===== src/rtl/wo_fence_pkg.sv =====
package wo_fence_pkg;

    typedef enum logic [1:0] {
        OPK_READ  = 2'd0,
        OPK_WRITE = 2'd1,
        OPK_SYNC  = 2'd2
    } op_kind_e;

    // A synchronization access is tracked as one event, whatever its write flag.
    function automatic op_kind_e classify(input logic is_write, input logic is_sync);
        if (is_sync) begin
            return OPK_SYNC;
        end else if (is_write) begin
            return OPK_WRITE;
        end
        return OPK_READ;
    endfunction

endpackage


===== src/rtl/wo_slot_pick.sv =====
module wo_slot_pick #(
    parameter int DEPTH = 4,
    parameter int TW    = 2
) (
    input  logic [DEPTH-1:0] busy_i,
    output logic [TW-1:0]    tag_o
);

    // Lowest free slot wins: scan from the top so the last hit is the lowest index.
    always_comb begin
        tag_o = '0;
        for (int i = DEPTH - 1; i >= 0; i--) begin
            if (!busy_i[i]) begin
                tag_o = TW'(i);
            end
        end
    end

endmodule


===== src/rtl/wo_ack_tracker.sv =====
module wo_ack_tracker #(
    parameter int DEPTH = 4,
    parameter int TW    = 2,
    parameter int CW    = 4
) (
    input  logic             clk,
    input  logic             rst_n,
    input  logic             alloc_en,
    input  logic [TW-1:0]    alloc_tag,
    input  logic [CW-1:0]    alloc_events,
    input  logic             cmp_valid,
    input  logic [TW-1:0]    cmp_tag,
    output logic [DEPTH-1:0] busy_o,
    output logic             rel_o
);

    typedef struct packed {
        logic [DEPTH-1:0][CW-1:0] rem;
    } trk_t;

    trk_t trk_d, trk_q;

    always_comb begin
        trk_d = trk_q;
        rel_o = 1'b0;
        if (cmp_valid && (trk_q.rem[cmp_tag] != '0)) begin
            trk_d.rem[cmp_tag] = trk_q.rem[cmp_tag] - CW'(1);
            if (trk_q.rem[cmp_tag] == CW'(1)) begin
                rel_o = 1'b1;
            end
        end
        if (alloc_en) begin
            trk_d.rem[alloc_tag] = alloc_events;
        end
    end

    always_ff @(posedge clk or negedge rst_n) begin
        if (!rst_n) begin
            trk_q <= '0;
        end else begin
            trk_q <= trk_d;
        end
    end

    for (genvar g = 0; g < DEPTH; g++) begin : g_busy
        assign busy_o[g] = (trk_q.rem[g] != '0);
    end

    AST_ALLOC_IDLE: assert property (@(posedge clk) disable iff (!rst_n)
        alloc_en |-> (trk_q.rem[alloc_tag] == '0));

    AST_ALLOC_NONZERO: assert property (@(posedge clk) disable iff (!rst_n)
        alloc_en |=> busy_o[$past(alloc_tag)]);

endmodule


===== src/rtl/wo_issue_gate.sv =====
module wo_issue_gate #(
    parameter int DEPTH = 4,
    parameter int CNTW  = 3
) (
    input  logic            clk,
    input  logic            rst_n,
    input  logic            req_valid,
    input  logic            req_sync,
    input  logic            iss_ready,
    input  logic            rel_i,
    output logic            allow_o,
    output logic            fire_o,
    output logic            stall_o,
    output logic [CNTW-1:0] count_o
);

    localparam logic [CNTW-1:0] FULL_CNT = CNTW'(DEPTH);

    typedef struct packed {
        logic [CNTW-1:0] count;
    } gate_t;

    gate_t gate_d, gate_q;
    logic  fence_hold;
    logic  full;

    always_comb begin
        fence_hold = req_sync && (gate_q.count != '0);
        full       = (gate_q.count == FULL_CNT);
        allow_o    = !fence_hold && !full;
        fire_o     = req_valid && iss_ready && allow_o;
        stall_o    = req_valid && !allow_o;

        gate_d = gate_q;
        unique case ({fire_o, rel_i})
            2'b10:   gate_d.count = gate_q.count + CNTW'(1);
            2'b01:   gate_d.count = gate_q.count - CNTW'(1);
            default: gate_d.count = gate_q.count;
        endcase
    end

    always_ff @(posedge clk or negedge rst_n) begin
        if (!rst_n) begin
            gate_q <= '0;
        end else begin
            gate_q <= gate_d;
        end
    end

    assign count_o = gate_q.count;

    AST_NO_OVERFLOW: assert property (@(posedge clk) disable iff (!rst_n)
        count_o <= FULL_CNT);

    AST_NO_UNDERFLOW: assert property (@(posedge clk) disable iff (!rst_n)
        rel_i |-> (count_o != '0));

endmodule


===== src/rtl/wo_fence_ctrl.sv =====
module wo_fence_ctrl
    import wo_fence_pkg::*;
#(
    parameter  int DEPTH = 4,
    parameter  int AW    = 32,
    parameter  int ACKW  = 3,
    localparam int TW    = $clog2(DEPTH)
) (
    input  logic            clk,
    input  logic            rst_n,
    input  logic            req_valid,
    output logic            req_ready,
    input  logic [AW-1:0]   req_addr,
    input  logic            req_write,
    input  logic            req_sync,
    input  logic [ACKW-1:0] req_acks,
    output logic            iss_valid,
    input  logic            iss_ready,
    output logic [AW-1:0]   iss_addr,
    output logic            iss_write,
    output logic            iss_sync,
    output logic [TW-1:0]   iss_tag,
    input  logic            cmp_valid,
    input  logic [TW-1:0]   cmp_tag,
    output logic            stall
);

    localparam int CW   = ACKW + 1;
    localparam int CNTW = $clog2(DEPTH + 1);

    op_kind_e          kind;
    logic [CW-1:0]     events;
    logic [DEPTH-1:0]  busy;
    logic [TW-1:0]     free_tag;
    logic              allow;
    logic              fire;
    logic              rel;
    logic [CNTW-1:0]   count;

    always_comb begin
        kind = classify(req_write, req_sync);
        unique case (kind)
            OPK_WRITE: events = CW'(req_acks) + CW'(1);
            default:   events = CW'(1);
        endcase
    end

    wo_slot_pick #(
        .DEPTH (DEPTH),
        .TW    (TW)
    ) u_pick (
        .busy_i (busy),
        .tag_o  (free_tag)
    );

    wo_issue_gate #(
        .DEPTH (DEPTH),
        .CNTW  (CNTW)
    ) u_gate (
        .clk       (clk),
        .rst_n     (rst_n),
        .req_valid (req_valid),
        .req_sync  (req_sync),
        .iss_ready (iss_ready),
        .rel_i     (rel),
        .allow_o   (allow),
        .fire_o    (fire),
        .stall_o   (stall),
        .count_o   (count)
    );

    wo_ack_tracker #(
        .DEPTH (DEPTH),
        .TW    (TW),
        .CW    (CW)
    ) u_trk (
        .clk          (clk),
        .rst_n        (rst_n),
        .alloc_en     (fire),
        .alloc_tag    (free_tag),
        .alloc_events (events),
        .cmp_valid    (cmp_valid),
        .cmp_tag      (cmp_tag),
        .busy_o       (busy),
        .rel_o        (rel)
    );

    assign iss_valid = req_valid && allow;
    assign req_ready = iss_ready && allow;
    assign iss_addr  = req_addr;
    assign iss_write = req_write;
    assign iss_sync  = req_sync;
    assign iss_tag   = free_tag;

    AST_CNT_MATCH: assert property (@(posedge clk) disable iff (!rst_n)
        32'(count) == $countones(busy));

    AST_SYNC_ALONE: assert property (@(posedge clk) disable iff (!rst_n)
        (iss_valid && iss_sync) |-> (busy == '0));

    AST_TAG_FREE: assert property (@(posedge clk) disable iff (!rst_n)
        (iss_valid && iss_ready) |-> !busy[iss_tag]);

    AST_STALL_NO_ISSUE: assert property (@(posedge clk) disable iff (!rst_n)
        stall |-> !iss_valid);

endmodule


===== config.mk =====
export PLATFORM = sky130hd
export DESIGN_NAME = wo_fence_ctrl
export DESIGN_NICKNAME = d
export VERILOG_FILES = /design/src/rtl/wo_fence_pkg.sv /design/src/rtl/wo_slot_pick.sv /design/src/rtl/wo_ack_tracker.sv /design/src/rtl/wo_issue_gate.sv /design/src/rtl/wo_fence_ctrl.sv
export SDC_FILE = /design/constraint.sdc
export NUM_CORES = 1
export LEC_CHECK = 0
export ABC_AREA = 1
export BUFFER_PORTS_ARGS = -buffer_cell sky130_fd_sc_hd__buf_4
export CAP_MARGIN = 0
export CORE_ASPECT_RATIO = 0.75
export CORE_UTILIZATION = 43
export CTS_BUF_LIST = sky130_fd_sc_hd__clkbuf_8 sky130_fd_sc_hd__clkbuf_16
export DETAILED_ROUTE_END_ITERATION = 6
export GPL_TIMING_DRIVEN = 0
export MAX_ROUTING_LAYER = met4
export PLACE_DENSITY = 0.87
export SKIP_LAST_GASP = 1
export SYNTH_ARGS = -nofsm -noshare
export SYNTH_HDL_FRONTEND = slang
export SYNTH_SLANG_ARGS = --single-unit

===== constraint.sdc =====
create_clock -name clk -period 2.2 [get_ports clk]
set_input_delay 0.11 -clock clk [delete_from_list [all_inputs] [get_ports clk]]
set_output_delay 0.11 -clock clk [all_outputs]
set_load 0.01 [all_outputs]

==> summary.txt, run 1 <==
Clocking
  – CTS H-tree lvls: 1
  – Clock sinks: 19
  – TritonCTS Buffers: 3
  – Clock Latency Late Sink: approximately 260 ps
  – CTS tree: done
  – Clk pin slew, worst setup/hold paths: 80 ps
  – Root Driver: clkbuf_8
  – Clock Tree Buf Depth: 2

Synth
  – Top FF cell, synth: dfrtp_1
  – Yosys cell types: 25
  – Post-synthesis sequential area ratio: 0.260
  – Mapped cell area: around 0.0018 sq mm
  – Syn_nets: 333
  – Cells after Synth: around 280
  – Avg Inst Size Synth: 6.44 sq um
  – FFs w/ async S/R, synth: 1.00
  – Flops & latches, synth: 19
  – Post-synth EDFFs: 0
  – Synth warn: 0

Routing
  – DR pass1 iterations: 4
  – Detailed Route Iter0 Violations: 173
  – Via density: 5.05
  – Via total after detailed routing: ~2000
  – Final wirelength: 5.33 mm
  – DRC violations left: 0
  – Avg WL per Cell: about 13 microns
  – Remaining antenna violation count after routing: 0

Layout
  – Area grow syn2layout: 38.4%
  – Share of layout cells above drive strength 1: 0.389
  – Cell area after layout: 0.00253 sq mm
  – Finished Layout Cells: 405
  – Final nets: 400
  – ANT cells: 0

Timing
  – Fmax achieved: between 0.4 and 0.5 GHz
  – Final hold viol count: 0
  – Setup_tns: 0 ps
  – Least-Margin Pin Slew: 463 ps
  – Worst slew margin: 0.691
  – Tcrit/Tclk final: 0.994
  – Pins over their slew limit: 0
  – Final setup fails: 0
  – Final WS setup: 13.7 ps
  – Tmin final: 2190 ps
  – RSZ-0062 raised after global routing: true
  – Layout Skew: 6.93 ps

Setup path
  – Worst setup EP type: register
  – Worst path top cell family by delay: adder cells
  – Crit start category: register
  – Crit-path slowest cell: dfrtp_1
  – Required @ worst endpoint: between 2000 and 2500 ps
  – Setup CP Type: reg2reg
  – Crit path largest cell delay: 420 ps
  – WP data arrival: 2340 ps
  – Crit path top cell by count: nor2_4
  – Largest fanout on the critical path: 2
  – Cell Chain, Critical Path: nand3_2 -> nand2_2 -> nor2_4 -> buf_6 -> ha_4 -> nand3_4 -> nor2_4 -> ha_2 -> fa_2 -> mux2_2
  – Sum of buffers and inverters on the critical path: 1

Die
  – Floorplan core area: 0.00405 sq mm
  – Die H: 58.5 microns
  – Initial core utilization: 0.451
  – DIE WIDTH: 77.3 microns
  – Num rows: 20
  – Full die area: 0.00452 sq mm
  – I/O Pins: 83

Place
  – RePlAce Congestion: 0.955
  – Place WS: -328 ps
  – Final HPWL DP: 3.81 mm
  – Cell Area, Placed: 0.00230 sq mm
  – Placed cells: 388
  – Buffers on Ports: about 50

Min path
  – Type of the worst min-delay path: in2async

Pwr
  – Total power draw: 0.00237 W
  – Pwr Density: 935 mW/mm^2
  – Lkg Pwr: roughly 1.4 nW
  – Worst vdd ir: 637 uV

GRT
  – GRT Total Usage: 0.241
  – Pin count of the biggest net entering global routing: 20
  – First-pass GRT wire length: around 8.2 mm
  – Total gr overflow: 0
  – Antenna violations before repair: 0
  – Number of global-route vias before repair: 1816

Run
  – MaxCap Viol Count: 0

Run status
  – Status: finished clean
-- per-layer routing --
metal | vias up | wire length [microns] | GRT usage
met2 | 120 | 2560 | 0.397
li1 | 985 | - | -
met5 | - | 0 | -
met4 | 0 | 137 | 0.0809
met3 | 18 | 449 | 0.0496
met1 | 921 | 2190 | 0.298
-- kinds of logic after synthesis --
family,count (synthesis),share of synthesized area
xor gates and xnor gates,3,0.0144
adders and majority gates,5,0.0383
muxes,1,0.00616
DFF,19,0.260
and+or+nand+nor,175,0.430
buffers and inverters,71,0.224
AOI/OAI and AO/OA,10,0.0274
-- area by class of cell --
cell class	count	area, sq um
Multi-Input combinational cell	194	1060
Timing Repair Buffer	63	483
Clock inverter	1	3.75
Inverter	33	126
Tap cell	55	68.8
Clock buffer	3	41.3
Sequential cell	19	475
Buffer	37	275
Fill cell	367	1520
-- path summary, 6_finish.rpt --
| check | depth (start not counted) | slack, ps | start | end |
|---|---|---|---|---|
| max in group asynchronous | 2 | 1740 | rst_n | u_trk.trk_q[9] |
| worst min-delay path | 2 | 250 | rst_n | u_trk.trk_q[2] |
| worst max-delay path | 10 | 10 | u_trk.trk_q[13] | u_gate.count_o[1] |
| worst min register to register | 1 | 480 | u_gate.count_o[2] | u_gate.count_o[2] |
| worst max register to register | 10 | 10 | u_trk.trk_q[13] | u_gate.count_o[1] |
| min in group clk | 5 | 290 | req_acks[2] | u_trk.trk_q[15] |
-- layout by cell type, fill, tap and decap left out --
| master | n |
|---|---|
| buf_4 | 96 |
| ha_2 | 1 |
| inv_1 | 30 |
| nand3_1 | 29 |
| nand2_1 | 99 |
| xnor2_1 | 3 |
| clkbuf_8 | 3 |
| nor3_2 | 1 |
| inv_4 | 1 |
| o21ai_0 | 7 |
| ha_1 | 1 |
| fa_2 | 1 |
| mux2_2 | 1 |
| a21oi_2 | 1 |
| dlygate4sd3_1 | 1 |
| and2_1 | 1 |
| buf_6 | 2 |
| nand4_1 | 6 |
| ha_4 | 2 |
| o21ai_1 | 2 |
| nor2_1 | 16 |
| dfrtp_1 | 19 |
| buf_2 | 1 |
| nor2_2 | 1 |
| nor2_4 | 6 |
| nand3_2 | 7 |
| nand2_8 | 1 |
| nand3_4 | 2 |
| inv_2 | 3 |
| nand2_2 | 6 |
-- synthesized netlist by cell type, types with 2 or more instances --
| cell type | number | area (sq um) |
|---|---|---|
| inv_2 | 3 | 11.3 |
| buf_4 | 36 | 270 |
| o21ai_0 | 8 | 40.0 |
| inv_1 | 30 | 113 |
| nand3_1 | 36 | 180 |
| nor2_2 | 2 | 12.5 |
| ha_1 | 4 | 50.1 |
| nand2_2 | 2 | 12.5 |
| nor2_1 | 18 | 67.6 |
| xnor2_1 | 3 | 26.3 |
| dfrtp_1 | 19 | 475 |
| nor2_4 | 3 | 33.8 |
| nand2_1 | 103 | 387 |
| nand4_1 | 6 | 37.5 |
-- registers in the layout, indices dropped and copies added, names as in the netlist --
register	flops
u_trk.trk_q	16
u_gate.count_o	3
-- worst reg2reg max path, delay by kind of cell (launching register included) --
family                     cells  cell delay [ps]
and+or+nand+nor                5              530
muxes                          1              260
adders and majority gates      3              740
DFF                            1              420
buffers and inverters          1              130
-- stage by stage --
step                      hold slack (ps)  utilization
after CTS                             266        0.606
after detailed placement             7.99        0.566
after global routing                  269        0.625
after floorplan                      -186            -
after global placement               1.44        0.566
final                                 250        0.625
-- power breakdown --
| part | internal (W) | switching (W) |
|---|---|---|
| sequential | 0.000517 | 0.000169 |
| combinational | 0.000632 | 0.000795 |
| clock | 0.000125 | 0.000131 |
-- timing repair --
item,in CTS,in global routing
hold buffers,1,0
setup endpoints to repair,2,2
hold endpoints to repair,19,0
setup buffers,9,4
pin swaps,11,10
gates resized for setup,12,10
Note: power is estimated with default switching activity, not from simulation.
==> inputs of run 2 (changes only) <==
==> constraint.sdc (replaced) <==
create_clock -name clk -period 2.2 [get_ports clk]
set_input_delay 0.33 -clock clk [delete_from_list [all_inputs] [get_ports clk]]
set_output_delay 0.33 -clock clk [all_outputs]
set_load 0.01 [all_outputs]
==> run 2 against run 1 <==
Against the previous run: via count is 3.1% lower; cell count stayed put; sequential share of layout area hardly changed; core utilization hardly changed; first-iteration DRC count is 18% higher; non-clock buffer count stayed put; worst setup slack better by 40 ps; sequential power hardly changed; clock-buffer cell count stayed put; critical path type is now in2reg.
==> summary.txt, run 2 (synthesized netlist as in run 1, its figures left out) <==
Layout
  – Final nets: 400 (unchanged)
  – Regs by FF count: u_trk.trk_q (16), u_gate.count_o (3)
  – Commonest non-fill, non-tap cell in the layout: nand2_1
  – Finished Layout Cells: 405 (unchanged)
  – ANT cells: 0 (unchanged)
  – Cell area after layout: 0.00253 sq mm (about the same)
  – Most frequent cells in the layout: nand2_1, buf_4, nand3_1
  – Max reg flops: 16 (unchanged)
  – Area grow syn2layout: 38.5% (about the same)
  – Share of layout cells above drive strength 1: 0.380 (-0.00857)
  – Largest reg by FF count: u_trk.trk_q

Routing
  – Final wirelength: 5.28 mm (-0.90%)
  – DRC violations left: 0 (unchanged)
  – Via total after detailed routing: 1980 (-3.1%)
  – DR pass1 iterations: 4 (unchanged)
  – Via density: 4.89 (-3.1%)
  – Detailed Route Iter0 Violations: 204 (+18%)
  – Remaining antenna violation count after routing: 0 (unchanged)
  – Avg WL per Cell: 13.0 microns (-0.90%)

Timing
  – Fmax achieved: 0.466 GHz (+1.9%)
  – Layout Skew: 8.96 ps (+2.03 ps)
  – RSZ-0062 raised after global routing: true
  – Tmin final: 2150 ps (-39.8 ps)
  – Final setup fails: 0 (unchanged)
  – Final hold viol count: 0 (unchanged)
  – Worst slew margin: 0.716 (+0.0254)
  – Pins over their slew limit: 0 (unchanged)
  – Least-Margin Pin Slew: 425 ps (-37.9 ps)
  – Tcrit/Tclk final: 0.976 (-0.0181)

Setup path
  – Crit path top cell by count: nor2_4
  – Cell Chain, Critical Path: buf_4 -> nor2_4 -> nand2_1 -> nand2_2 -> nor2_4 -> buf_4 -> ha_4 -> nand3_4 -> nand2_8 -> nor2_4 -> ha_4 -> fa_2 -> mux2_2
  – Largest fanout on the critical path: 7 (+5)
  – Crit-path slowest cell: fa_2
  – Setup CP Type: in2reg
  – Worst R2R Start: u_trk.trk_q[8]
  – FF-to-FF setup slack: 60 ps (+50 ps)
  – CP Capture Point: u_gate.count_o[1]
  – WP data arrival: 2320 ps (-20 ps)
  – Worst setup startpoint: cmp_tag[0]
  – Crit path largest cell delay: 410 ps (about the same)
  – Required @ worst endpoint: 2370 ps (+20 ps)
  – Worst setup EP type: register
  – R2R depth: 11 (+1)
  – End of the worst register-to-register path: u_gate.count_o[1]
  – Crit start category: primary input

Place
  – Placed cells: 388 (unchanged)
  – RePlAce Congestion: 0.966 (+1.2%)
  – Final HPWL DP: 3.77 mm (-0.87%)
  – Cell Area, Placed: 0.00233 sq mm (+1.3%)
  – Buffers on Ports: 49 (unchanged)

GRT
  – First-pass GRT wire length: 7.67 mm (-6.3%)
  – Antenna violations before repair: 0 (unchanged)
  – Total gr overflow: 0 (unchanged)
  – Pin count of the biggest net entering global routing: 20 (unchanged)
  – GRT Total Usage: 0.229 (-0.0123)
  – Number of global-route vias before repair: 1624 (-11%)

Die
  – Initial core utilization: 0.451 (unchanged)
  – Die H: 58.5 microns (unchanged)
  – DIE WIDTH: 77.3 microns (unchanged)
  – Floorplan core area: 0.00405 sq mm (unchanged)
  – Full die area: 0.00452 sq mm (unchanged)
  – Num rows: 20 (unchanged)
  – I/O Pins: 83 (unchanged)

Pwr
  – Worst vdd ir: 582 uV (-8.7%)
  – Lkg Pwr: 1.40 nW (-0.33%)
  – Pwr Density: 920 mW/mm^2 (-1.6%)

Clocking
  – Clock Latency Late Sink: 270 ps (about the same)
  – Clock sinks: 19 (unchanged)
  – TritonCTS Buffers: 3 (unchanged)
  – CTS tree: done
  – CTS H-tree lvls: 1 (unchanged)
  – Clk pin slew, worst setup/hold paths: 90 ps (about the same)
  – Root Driver: clkbuf_8
  – Clock Tree Buf Depth: 2 (unchanged)

Min path
  – Type of the worst min-delay path: in2async

Run
  – MaxCap Viol Count: 0 (unchanged)

Run status
  – Status: finished clean
==> run 2: per-stage QoR <==
stage | util | hold slack [ps] | TNS (ps) | setup WS, ps | power (W)
after CTS | 0.599 | 473 | 0 | 4.00 | 0.00218
after floorplan | - | 34.4 | -90.4 | -47.9 | 0.00150
after global placement | 0.574 | 224 | -744 | -375 | 0.00181
after detailed placement | 0.574 | 228 | -804 | -410 | 0.00185
after global routing | 0.625 | 488 | -51.7 | -33.9 | 0.00251
final | 0.625 | 475 | 0 | 53.5 | 0.00233
==> run 2: what timing repair did <==
| item | in CTS | in global routing |
|---|---|---|
| hold buffers | 1 | 0 |
| resized for setup | 4 | 8 |
| endpoints found under the setup margin | 2 | 2 |
| pin swaps | 3 | 6 |
| setup buffers | 5 | 8 |
| cloned | 0 | 0 |
| hold endpoints to repair | 19 | 0 |
==> run 2: cell type report <==
class,instances,area (sq um)
fill,384,1520
tap,55,68.8
timing repair buffer,63,475
inverter,33,126
buffer,37,283
sequential,19,475
clock inverter,1,7.51
clock buffer,3,41.3
multi-input combinational,194,1060
==> run 2: how the worst min path moves through the flow <==
stage	endpoint	slack (ps)	cells after the start
floorplan	u_gate.count_o[0]	30	0
global placement	u_trk.trk_q[2]	220	1
detailed placement	u_trk.trk_q[3]	230	1
CTS	u_trk.trk_q[1]	470	2
global route	u_trk.trk_q[1]	490	2
finish	u_trk.trk_q[1]	480	2
==> run 2: where the power goes <==
part           internal (W)  total [W]  switching, W  leakage [nW]
registers          0.000517   0.000684      0.000166         0.225
logic              0.000606    0.00137      0.000768          1.16
clock network      0.000129   0.000274      0.000146        0.0217
total               0.00125    0.00233       0.00108          1.40
==> run 2: worst max-delay path, delay by kind of cell <==
family | cells | cell delay [ps]
adders and majority gates | 3 | 720
buffers and inverters | 2 | 270
and+or+nand+nor | 7 | 720
muxes | 1 | 260
==> run 2: routing by layer <==
layer  global-route usage  up-vias  share of wire
met4               0.0431        0          0.030
met1                0.301      866           0.41
li1                     -      983              -
met3               0.0698       17           0.11
met5                    -        -              0
met2                0.350      114           0.45
